===== config.mk =====
export PLATFORM = sky130hd
export DESIGN_NAME = vlp_pipe
export DESIGN_NICKNAME = d
export VERILOG_FILES = /design/src/rtl/vlp_pkg.sv /design/src/rtl/vlp_stage.sv /design/src/rtl/vlp_queue.sv /design/src/rtl/vlp_pipe.sv
export SDC_FILE = /design/constraint.sdc
export NUM_CORES = 1
export LEC_CHECK = 0
export BUFFER_PORTS_ARGS = -buffer_cell sky130_fd_sc_hd__buf_2
export CAP_MARGIN = 0
export CORE_ASPECT_RATIO = 0.7
export CORE_MARGIN = 2
export CORE_UTILIZATION = 54
export CTS_BUF_LIST = sky130_fd_sc_hd__clkbuf_16
export DETAILED_ROUTE_END_ITERATION = 6
export GPL_TIMING_DRIVEN = 0
export PLACE_DENSITY = 0.71
export SLEW_MARGIN = 20
export SYNTH_ARGS = -nofsm -noshare
export SYNTH_HDL_FRONTEND = slang
export SYNTH_SLANG_ARGS = --single-unit

===== constraint.sdc =====
create_clock -name clk -period 4.3 [get_ports clk]
set_input_delay 0.86 -clock clk [delete_from_list [all_inputs] [get_ports clk]]
set_output_delay 0.86 -clock clk [all_outputs]
set_load 0.005 [all_outputs]

===== src/rtl/vlp_pkg.sv =====
package vlp_pkg;
    localparam int NSTG  = 4;
    localparam int CNT_W = 2;
    localparam int TAG_W = 8;

    typedef logic [CNT_W-1:0] cnt_t;

    typedef struct packed {
        logic [TAG_W-1:0]    tag;
        cnt_t [NSTG-1:0]     cnt;
    } tok_t;

    typedef enum logic [1:0] {
        SLOT_EMPTY = 2'd0,
        SLOT_COUNT = 2'd1,
        SLOT_READY = 2'd2
    } slot_e;
endpackage


===== src/rtl/vlp_stage.sv =====
module vlp_stage
    import vlp_pkg::*;
#(
    parameter int IDX = 0
) (
    input  logic  clk,
    input  logic  rst,
    input  logic  load,
    input  logic  leave,
    input  tok_t  ld_tok,
    output slot_e state,
    output tok_t  tok
);
    slot_e state_q, state_d;
    tok_t  tok_q, tok_d;
    cnt_t  rem_q, rem_d;

    // state register
    always_ff @(posedge clk) begin
        if (rst) begin
            state_q <= SLOT_EMPTY;
            tok_q   <= '0;
            rem_q   <= '0;
        end else begin
            state_q <= state_d;
            tok_q   <= tok_d;
            rem_q   <= rem_d;
        end
    end

    // next-state logic
    always_comb begin
        state_d = state_q;
        tok_d   = tok_q;
        rem_d   = rem_q;
        unique case (state_q)
            SLOT_EMPTY: begin
                if (load) begin
                    tok_d   = ld_tok;
                    rem_d   = ld_tok.cnt[IDX];
                    state_d = (ld_tok.cnt[IDX] <= 2'd1) ? SLOT_READY : SLOT_COUNT;
                end
            end
            SLOT_COUNT: begin
                rem_d = rem_q - 2'd1;
                if (rem_q == 2'd2) state_d = SLOT_READY;
            end
            SLOT_READY: begin
                if (leave) begin
                    if (load) begin
                        tok_d   = ld_tok;
                        rem_d   = ld_tok.cnt[IDX];
                        state_d = (ld_tok.cnt[IDX] <= 2'd1) ? SLOT_READY : SLOT_COUNT;
                    end else begin
                        state_d = SLOT_EMPTY;
                    end
                end
            end
            default: state_d = SLOT_EMPTY;
        endcase
    end

    // outputs
    always_comb begin
        state = state_q;
        tok   = tok_q;
    end
endmodule


===== src/rtl/vlp_queue.sv =====
module vlp_queue
    import vlp_pkg::*;
#(
    parameter int DEPTH = 4
) (
    input  logic clk,
    input  logic rst,
    input  logic push,
    input  logic pop,
    input  tok_t wdata,
    output tok_t head,
    output logic empty,
    output logic full
);
    localparam int AW = (DEPTH > 1) ? $clog2(DEPTH) : 1;

    tok_t           mem [DEPTH];
    logic [AW-1:0]  rd_q, wr_q;
    logic [AW:0]    n_q;

    function automatic logic [AW-1:0] bump(input logic [AW-1:0] p);
        return (p == AW'(DEPTH - 1)) ? '0 : p + AW'(1);
    endfunction

    always_ff @(posedge clk) begin
        if (push) mem[wr_q] <= wdata;
    end

    always_ff @(posedge clk) begin
        if (rst) begin
            rd_q <= '0;
            wr_q <= '0;
            n_q  <= '0;
        end else begin
            if (push) wr_q <= bump(wr_q);
            if (pop)  rd_q <= bump(rd_q);
            unique case ({push, pop})
                2'b10:   n_q <= n_q + (AW+1)'(1);
                2'b01:   n_q <= n_q - (AW+1)'(1);
                default: n_q <= n_q;
            endcase
        end
    end

    always_comb begin
        head  = mem[rd_q];
        empty = (n_q == '0);
        full  = (n_q == (AW+1)'(DEPTH));
    end
endmodule


===== src/rtl/vlp_pipe.sv =====
module vlp_pipe
    import vlp_pkg::*;
#(
    parameter int QUEUED = 1,
    parameter int QDEPTH = 4,
    parameter int CYC_W  = 16
) (
    input  logic                   clk,
    input  logic                   rst,
    input  logic                   in_valid,
    output logic                   in_ready,
    input  logic [TAG_W-1:0]       in_tag,
    input  logic [NSTG*CNT_W-1:0]  in_cnt,
    output logic                   bad_cnt,
    output logic                   ret_valid,
    output logic [TAG_W-1:0]       ret_tag,
    output logic [CYC_W-1:0]       ret_cycle
);
    localparam int LAST = NSTG - 1;
    localparam int NQ   = NSTG - 1;

    slot_e              st     [NSTG];
    tok_t               tk     [NSTG];
    tok_t               ld_tok [NSTG];
    logic [NSTG-1:0]    ld, dep, done, free;
    logic [NQ-1:0]      q_push, q_pop, q_empty, q_full;
    tok_t               q_head [NQ];
    tok_t               in_tok;
    logic               zero_fld;
    logic [CYC_W-1:0]   cyc_q;

    // signals observed by the bound checker
    logic [NSTG-1:0][TAG_W-1:0] tag_v;
    logic                       s1_idle;

    always_comb begin
        in_tok.tag = in_tag;
        in_tok.cnt = in_cnt;
        zero_fld   = 1'b0;
        for (int k = 0; k < NSTG; k++) begin
            if (in_cnt[k*CNT_W +: CNT_W] == '0) zero_fld = 1'b1;
        end
        bad_cnt = in_valid && zero_fld;
    end

    generate
        for (genvar g = 0; g < NSTG; g++) begin : g_stage
            vlp_stage #(.IDX(g)) u_stg (
                .clk    (clk),
                .rst    (rst),
                .load   (ld[g]),
                .leave  (dep[g]),
                .ld_tok (ld_tok[g]),
                .state  (st[g]),
                .tok    (tk[g])
            );
        end
        if (QUEUED != 0) begin : g_queued
            for (genvar q = 0; q < NQ; q++) begin : g_q
                vlp_queue #(.DEPTH(QDEPTH)) u_q (
                    .clk   (clk),
                    .rst   (rst),
                    .push  (q_push[q]),
                    .pop   (q_pop[q]),
                    .wdata (tk[q]),
                    .head  (q_head[q]),
                    .empty (q_empty[q]),
                    .full  (q_full[q])
                );
            end
        end else begin : g_direct
            for (genvar q = 0; q < NQ; q++) begin : g_tie
                assign q_head[q] = '0;
            end
            assign q_empty = '1;
            assign q_full  = '1;
        end
    endgenerate

    // hand-off network, resolved from the last stage backwards
    always_comb begin
        ld     = '0;
        dep    = '0;
        free   = '0;
        q_push = '0;
        q_pop  = '0;
        for (int s = 0; s < NSTG; s++) begin
            done[s]   = (st[s] == SLOT_READY);
            ld_tok[s] = '0;
        end
        dep[LAST]  = done[LAST];
        free[LAST] = (st[LAST] == SLOT_EMPTY) || dep[LAST];
        for (int s = NSTG - 2; s >= 0; s--) begin
            if (QUEUED != 0) begin
                q_pop[s]    = free[s+1] && !q_empty[s];
                dep[s]      = done[s] && (!q_full[s] || q_pop[s]);
                ld[s+1]     = free[s+1] && (!q_empty[s] || dep[s]);
                ld_tok[s+1] = q_empty[s] ? tk[s] : q_head[s];
                q_push[s]   = dep[s] && !(q_empty[s] && free[s+1]);
            end else begin
                dep[s]      = done[s] && free[s+1];
                ld[s+1]     = dep[s];
                ld_tok[s+1] = tk[s];
            end
            free[s] = (st[s] == SLOT_EMPTY) || dep[s];
        end
        in_ready  = free[0] && !rst;
        ld[0]     = in_valid && in_ready && !zero_fld;
        ld_tok[0] = in_tok;
    end

    always_ff @(posedge clk) begin
        if (rst) cyc_q <= '0;
        else     cyc_q <= cyc_q + CYC_W'(1);
    end

    always_comb begin
        ret_valid = done[LAST];
        ret_tag   = tk[LAST].tag;
        ret_cycle = cyc_q;
        s1_idle   = (st[0] == SLOT_EMPTY);
        for (int s = 0; s < NSTG; s++) tag_v[s] = tk[s].tag;
    end
endmodule


==> Word level (Yosys, flattened, before mapping) <==
Memory sizes are Yosys's and may differ from the RTL's. A register that Yosys moved wholly into a read port is not among the register bits.
Cells that the tools add are included.
{ "classes": {"add_sub_neg": 17, "order_cmp": 4, "eq_ne": 39, "n_mux": 71, "reduce_logical": 74} }
{ "ops": {"columns": ["cell", "count"], "rows": [
  ["$mux 16", 9],
  ["$pmux 16 s2", 3],
  ["$mux 2", 38],
  ["$pmux 2 s3", 7],
  ["$eq 2x2->1 const B", 17],
  ["$ne 2x1->1 const B", 12],
  ["$logic_and 1x1->1", 19],
  ["$pmux 3 s2", 3],
  ["$reduce_and 2->1", 9],
  ["$add 16x1->16 const B", 1],
  ["$logic_not 2->1", 8],
  ["$eq 2x1->1 const B", 7],
  ["$reduce_bool 2->1", 7],
  ["$add 2x1->2 const B", 6],
  ["$logic_not 1->1", 11],
  ["$logic_or 1x1->1", 10],
  ["$mux 1", 10],
  ["$add 3x1->3 const B", 3],
  ["$eq 3x3->1 const B", 3],
  ["$logic_not 3->1", 3],
  ["$reduce_and 3->1", 3],
  ["$reduce_bool 3->1", 3],
  ["$sub 3x1->3 const B", 3],
  ["$le 2x1->1 const B", 4],
  ["other kinds (3)", 6]
]} }
{ "totals": {"reg_bits": 109, "ram_bits": 192, "inputBits": 19, "output_inout_bits": 27, "word_cells": 242, "mem_count": 3} }
{ "memory_table": {"columns": ["name", "words", "word_bits", "rd", "rd_clocked_by_memory_dff", "write_ports", "line_no", "rtl"], "rows": [
  ["g_queued.g_q[0].u_q.mem", 4, 16, 1, 1, 1, "vlp_queue.sv:17", "tok_t mem [DEPTH];"],
  ["g_queued.g_q[1].u_q.mem", 4, 16, 1, 1, 1, "vlp_queue.sv:17", null],
  ["g_queued.g_q[2].u_q.mem", 4, 16, 1, 1, 1, "vlp_queue.sv:17", null]
]} }

==> Longest topological paths before layout <==
{ "depth": {"word_depth": 20, "mapped_depth": 12, "ltp_nobuf": 11} }

==> Modules after synthesis <==
Synthesis repeated with hierarchy kept, for this count alone.
{ "hier_totals": {"hier_cells": 941, "hier_area_um2": 13160.1} }
{ "modules_own_cells": {"columns": ["mod", "instances", "cells_each", "area_each_um2", "seq_area_each_um2"], "rows": [
  ["vlp_queue", 3, 131, 2791.4, 2102.0],
  ["vlp_stage", 4, 96, 827.0, 400.4],
  ["vlp_pipe", 1, 164, 1477.7, 320.3]
]} }

==> Worst setup path before layout <==
No wires, ideal clock.
{ "synth_path": {"path_kind": "register to register", "startpoint": "register g_queued.g_q[2].u_q.n_q[1]", "endpoint": "register g_queued.g_q[0].u_q.n_q[2]", "arrival_time_ns": 2.612, "setup_slack_ns": 1.618, "path_stages_with_launch": 11, "n_path_buf": 1, "synth_period_minus_slack_ns": 2.682, "path_cell_list": "dfxtp_1 > and4bb_4 > a21o_1 > buf_6 > a211oi_1 > ha_1 > inv_1 > fa_1 > xor2_1 > or3_1 > a21oi_1"} }
{ "synth_via": {"elab_chain_cells": 16, "word_cells_on_any_way": 22} }
{ "synth_lines": {"columns": ["element", "line_no", "rtl"], "rows": [
  ["from (decl)", "vlp_queue.sv:19", "logic [AW:0] n_q;"],
  ["from (signal assigned)", "vlp_queue.sv:38", "2'b10: n_q <= n_q + (AW+1)'(1);"],
  ["from (signal assigned)", "vlp_queue.sv:39", "2'b01: n_q <= n_q - (AW+1)'(1);"],
  ["from (signal assigned)", "vlp_queue.sv:40", "default: n_q <= n_q;"],
  ["$logic_not 3->1", "vlp_queue.sv:47", "empty = (n_q == '0);"],
  ["$logic_not 1->1", "vlp_pipe.sv:95", "q_pop[s] = free[s+1] && !q_empty[s];"],
  ["$logic_and 1x1->1", "vlp_pipe.sv:95", null],
  ["$logic_or 1x1->1 *", "vlp_pipe.sv:96", "dep[s] = done[s] && (!q_full[s] || q_pop[s]);"],
  ["$logic_and 1x1->1 *", "vlp_pipe.sv:96", null],
  ["$logic_or 1x1->1 *", "vlp_pipe.sv:105", "free[s] = (st[s] == SLOT_EMPTY) || dep[s];"],
  ["$logic_and 1x1->1 *", "vlp_pipe.sv:95", null],
  ["$logic_or 1x1->1 *", "vlp_pipe.sv:96", null],
  ["$logic_and 1x1->1 *", "vlp_pipe.sv:96", null],
  ["$logic_or 1x1->1 *", "vlp_pipe.sv:105", null],
  ["$logic_and 1x1->1 *", "vlp_pipe.sv:95", null],
  ["net g_queued.g_q[0].u_q.pop", "vlp_queue.sv:9", "input logic pop,"],
  ["$logic_or 1x1->1", "vlp_pipe.sv:96", null],
  ["$logic_and 1x1->1", "vlp_pipe.sv:96", null],
  ["$logic_and 1x1->1", "vlp_pipe.sv:99", "q_push[s] = dep[s] && !(q_empty[s] && free[s+1]);"],
  ["$eq 2x1->1 or $eq 2x2->1 (tied branches)", "vlp_queue.sv:37", "unique case ({push, pop})"],
  ["$pmux 3 s2 or $reduce_bool 2->1 (tied branches)", null, null],
  ["to (signal assigned)", "vlp_queue.sv:38", null],
  ["to (signal assigned)", "vlp_queue.sv:39", null],
  ["to (signal assigned)", "vlp_queue.sv:40", null],
  ["to (decl)", "vlp_queue.sv:19", null]
]} }
Mark *: on every way through the listed nets, which the timed path passes. The rest lies on a longest branch.
A chain may end at the register's enable or synchronous reset.

==> Worst setup path after layout <==
Ends and elaborated chain as after synthesis.

==> impl_results.md <==
- Mapped Nets: 805
- Post-synthesis mux area share: 11.9%
- DR vias/cell: around 6
- Yosys reg bits: 247
- Post-route ant nets: 0
- Initial antenna violation count: 0
- FF+latch area: 6390 µm²
- EDFF count, synth: 144
- Post-synthesis cell count: 760
- ANT cells: 0
- Setup bufs post-CTS: 0
- Worst-Skew Late Latency: 0.51 ns
- Final setup vio count: 0
- Synthesized area: around 10000 µm²
- Synth Area in Compound Gates: 8.37%
- Placer Congestion: ~0.81
- VDD IR max: just under 300 µV
- Adder-Cell Fraction of Synth Area: 3.40%
- Vias in the first global route: 6412
- Row cnt: 42
- Remaining global-route overflow: 0
- Clock Tree Buf Depth: 3
- Post-Synth Simple-Gate Area: 9.68%
- Number of max-slew violations in the final report: 0
- Global Route Usage Sum: 20.8%
- Period utilisation layout: 70.5%
- R2R cell count: 10
- Largest family of logic cells by synthesized area: multiplexers
- Worst-Margin Slew: between 0.9 and 1 ns
- Drt initial violations: 535
- Yosys warnings: 0
- Remaining DRCs: 0
- FMAX: 330 MHz
- Required @ worst endpoint: 4.73 ns
- Dominant cells by area after synthesis: edfxtp_1, dfxtp_1, mux4_2
- Post-CTS Resized: 0
- Routed len/inst: 18.8 µm
- Setup TNS: 0 ns
- Post-route worst setup slack: 1.27 ns
- Post-synth top area cell: edfxtp_1
- Die Wd: 168 µm
- Detailed Route WL: a little over 20 mm
- CP endpoint kind: register
- TritonCTS Buffers: 24
- Final hold violation count: 0
- Hold-fix buffers, CTS: 0
- Die height: 119 µm
- Worst Path Arrival: 3.46 ns
- Setup WS pre-CTS: 1.31 ns
- Clock Skew: 0.00954 ns
- H-Tree Depth: 1
- Ys flop type: edfxtp_1
- Static leakage: 4.06 nW
- Slew HR: about two fifths
- CP Max Fanout: 9
- XOR/XNOR Fraction of Synth Area: 1.46%
- Clock Pin Slew Worst Setup and Hold Paths: roughly 0.07 ns
- RSZ-0062 raised after global routing: no
- Hold path cells: 1
- Hpwl dp: roughly 14 mm
- Fillers: about 1400
- Initial core utilization: between 50% and 60%
- Post-Syn Area per Cell: approximately 13 µm²
- Status: finished, final reports clean
- Period minus WS final: 3.03 ns
- Ports: 46
- Input/output buffers: 45
- Crit Path Class: reg2reg
- Layout area overhead: 12.1%
- Full die area: 20100 µm²
- Clk sinks: around 250
- Worst min-delay path class: reg2reg
- Synth async-reset ratio: 0%
- Final nets: a little under 900
- Max-capacitance violation count: 0
- Hold slack: 0.454 ns
- Root buffer selected by CTS: clkbuf_16
- Area of the core: between 15000 and 20000 µm²
- Core Util, Final: approximately three fifths
- Layout cell share with drive strength beyond 1: 17.1%
- Startpoint type of the worst setup path: register
- Fraction of the yosys area taken by sequential cells: between 60% and 70%
- Area occupied by multi-input gates: between 3000 and 4000 µm²
- PwrDens: 640 nW/µm²
- Unique masters post-synth: 52
- TritonRoute pass-1 iters: 5
- Pin count of the biggest net entering global routing: 15
- Post-synth top area share: 42.3%
- TritonCTS clock tree: yes
- First-pass GRT wire length: around 33 mm
- Vias: 6384
## synth_stat cells, types with 6 or more instances
library cell  instances
a21oi_1              42
edfxtp_1            144
a211oi_2              8
ha_1                 23
dfxtp_1             103
buf_2                11
or3_1                 9
o21ai_0              30
xor2_1               14
clkbuf_1             21
nand2_1              24
mux4_2               36
inv_1                25
nor2_1               82
a211oi_1             26
nand2b_1             14
nand3_1              25
and2_1               12
mux2i_1              36
nor3_1               12
nor2b_1               6
## cell usage in the layout, fill, tap and decap left out, types with 3 or more instances in the layout
master / instances
nand2_1: 24
xnor2_1: 3
nor3_1: 12
o21ai_0: 30
ha_1: 23
or3_1: 9
a31oi_1: 3
nor2_1: 82
edfxtp_1: 144
inv_1: 33
nor3_2: 4
dfxtp_1: 103
nor2b_1: 6
a221oi_1: 4
xor2_1: 14
and2_1: 12
a211oi_1: 26
nand3_1: 25
mux4_2: 36
a21oi_1: 42
a211oi_2: 8
clkbuf_16: 25
and3_1: 4
buf_1: 4
mux2i_1: 36
fa_1: 3
clkinv_1: 6
buf_2: 56
clkbuf_1: 21
nand2b_1: 14
mux2_2: 3
## stage by stage
| step | instance area (µm²) | cells | total power, mW |
|---|---|---|---|
| after global placement | 10700 | 1047 | 5.35 |
| final | 11500 | 1091 | 7.33 |
| after global routing | 11500 | 1091 | 7.71 |
| after floorplan | 10200 | 760 | 4.86 |
| after detailed placement | 10700 | 1047 | 5.47 |
| after CTS | 11500 | 1091 | 7.36 |
## power breakdown
group	total [mW]	switching, mW	internal (mW)	leakage (nW)
Clock	1.89	0.847	1.05	0.381
Sequential	3.10	0.244	2.86	2.17
Combinational	2.34	1.34	0.994	1.52
Total	7.33	2.43	4.90	4.06
## final cells by class
cell class	instances	area share [%]
flip-flops and latches	247	55.8
multi-input cells	449	31.1
clock buffers	25	5.46
well taps	242	2.64
repair buffers	45	1.97
plain buffers	39	1.56
inverters	25	0.819
clock inverters	19	0.688
## state kept, by name, indices dropped and copies added, names as in the netlist, named ones only
register and count:
g_stage.u_stg.rem_q 8, g_queued.g_q.u_q.rd_q 6, g_stage.u_stg.tok 44, ret_cycle 16
g_queued.g_q.u_q.n_q 9, g_queued.g_q.u_q.mem 144, g_stage.u_stg.state 8, g_queued.g_q.u_q.wr_q 6
## path summary, 6_finish.rpt
| kind | start | slack [ns] | end |
|---|---|---|---|
| max | g_queued.g_q[2].u_q.n_q[1] | 1.27 | g_queued.g_q[0].u_q.n_q[2] |
| max reg2reg | g_queued.g_q[2].u_q.n_q[1] | 1.27 | g_queued.g_q[0].u_q.n_q[2] |
| min reg2reg | ret_cycle[0] | 0.45 | ret_cycle[0] |
| min | ret_cycle[0] | 0.45 | ret_cycle[0] |
## logic make-up after synthesis
group	after synthesis
flip-flops	247
AND/OR/NAND/NOR	202
AO/OA/AOI/OAI	128
multiplexers	76
buffers and inverters	64
adder cells (fa/ha/maj)	26
XOR/XNOR	17
## critical path, cell delays in order (launching register included)
cell      delay [ns]
dfxtp_1         0.38
and4bb_4        0.27
a21o_1          0.19
buf_6           0.14
a211oi_1        0.55
ha_1            0.30
inv_1           0.07
fa_1            0.43
xor2_1          0.15
or3_1           0.32
a21oi_1         0.14
## routing by layer
metal | share of wire, % | wire length (µm) | vias up | GRT usage (%)
li1 | - | - | 2978 | -
met5 | 0 | 0 | - | 0
met4 | 2.1 | 429 | 0 | 4.85
met3 | 4.3 | 887 | 43 | 3.02
met1 | 47 | 9640 | 3178 | 30.5
met2 | 47 | 9580 | 185 | 33.2
No activity file was read; power rests on OpenSTA's default activity.
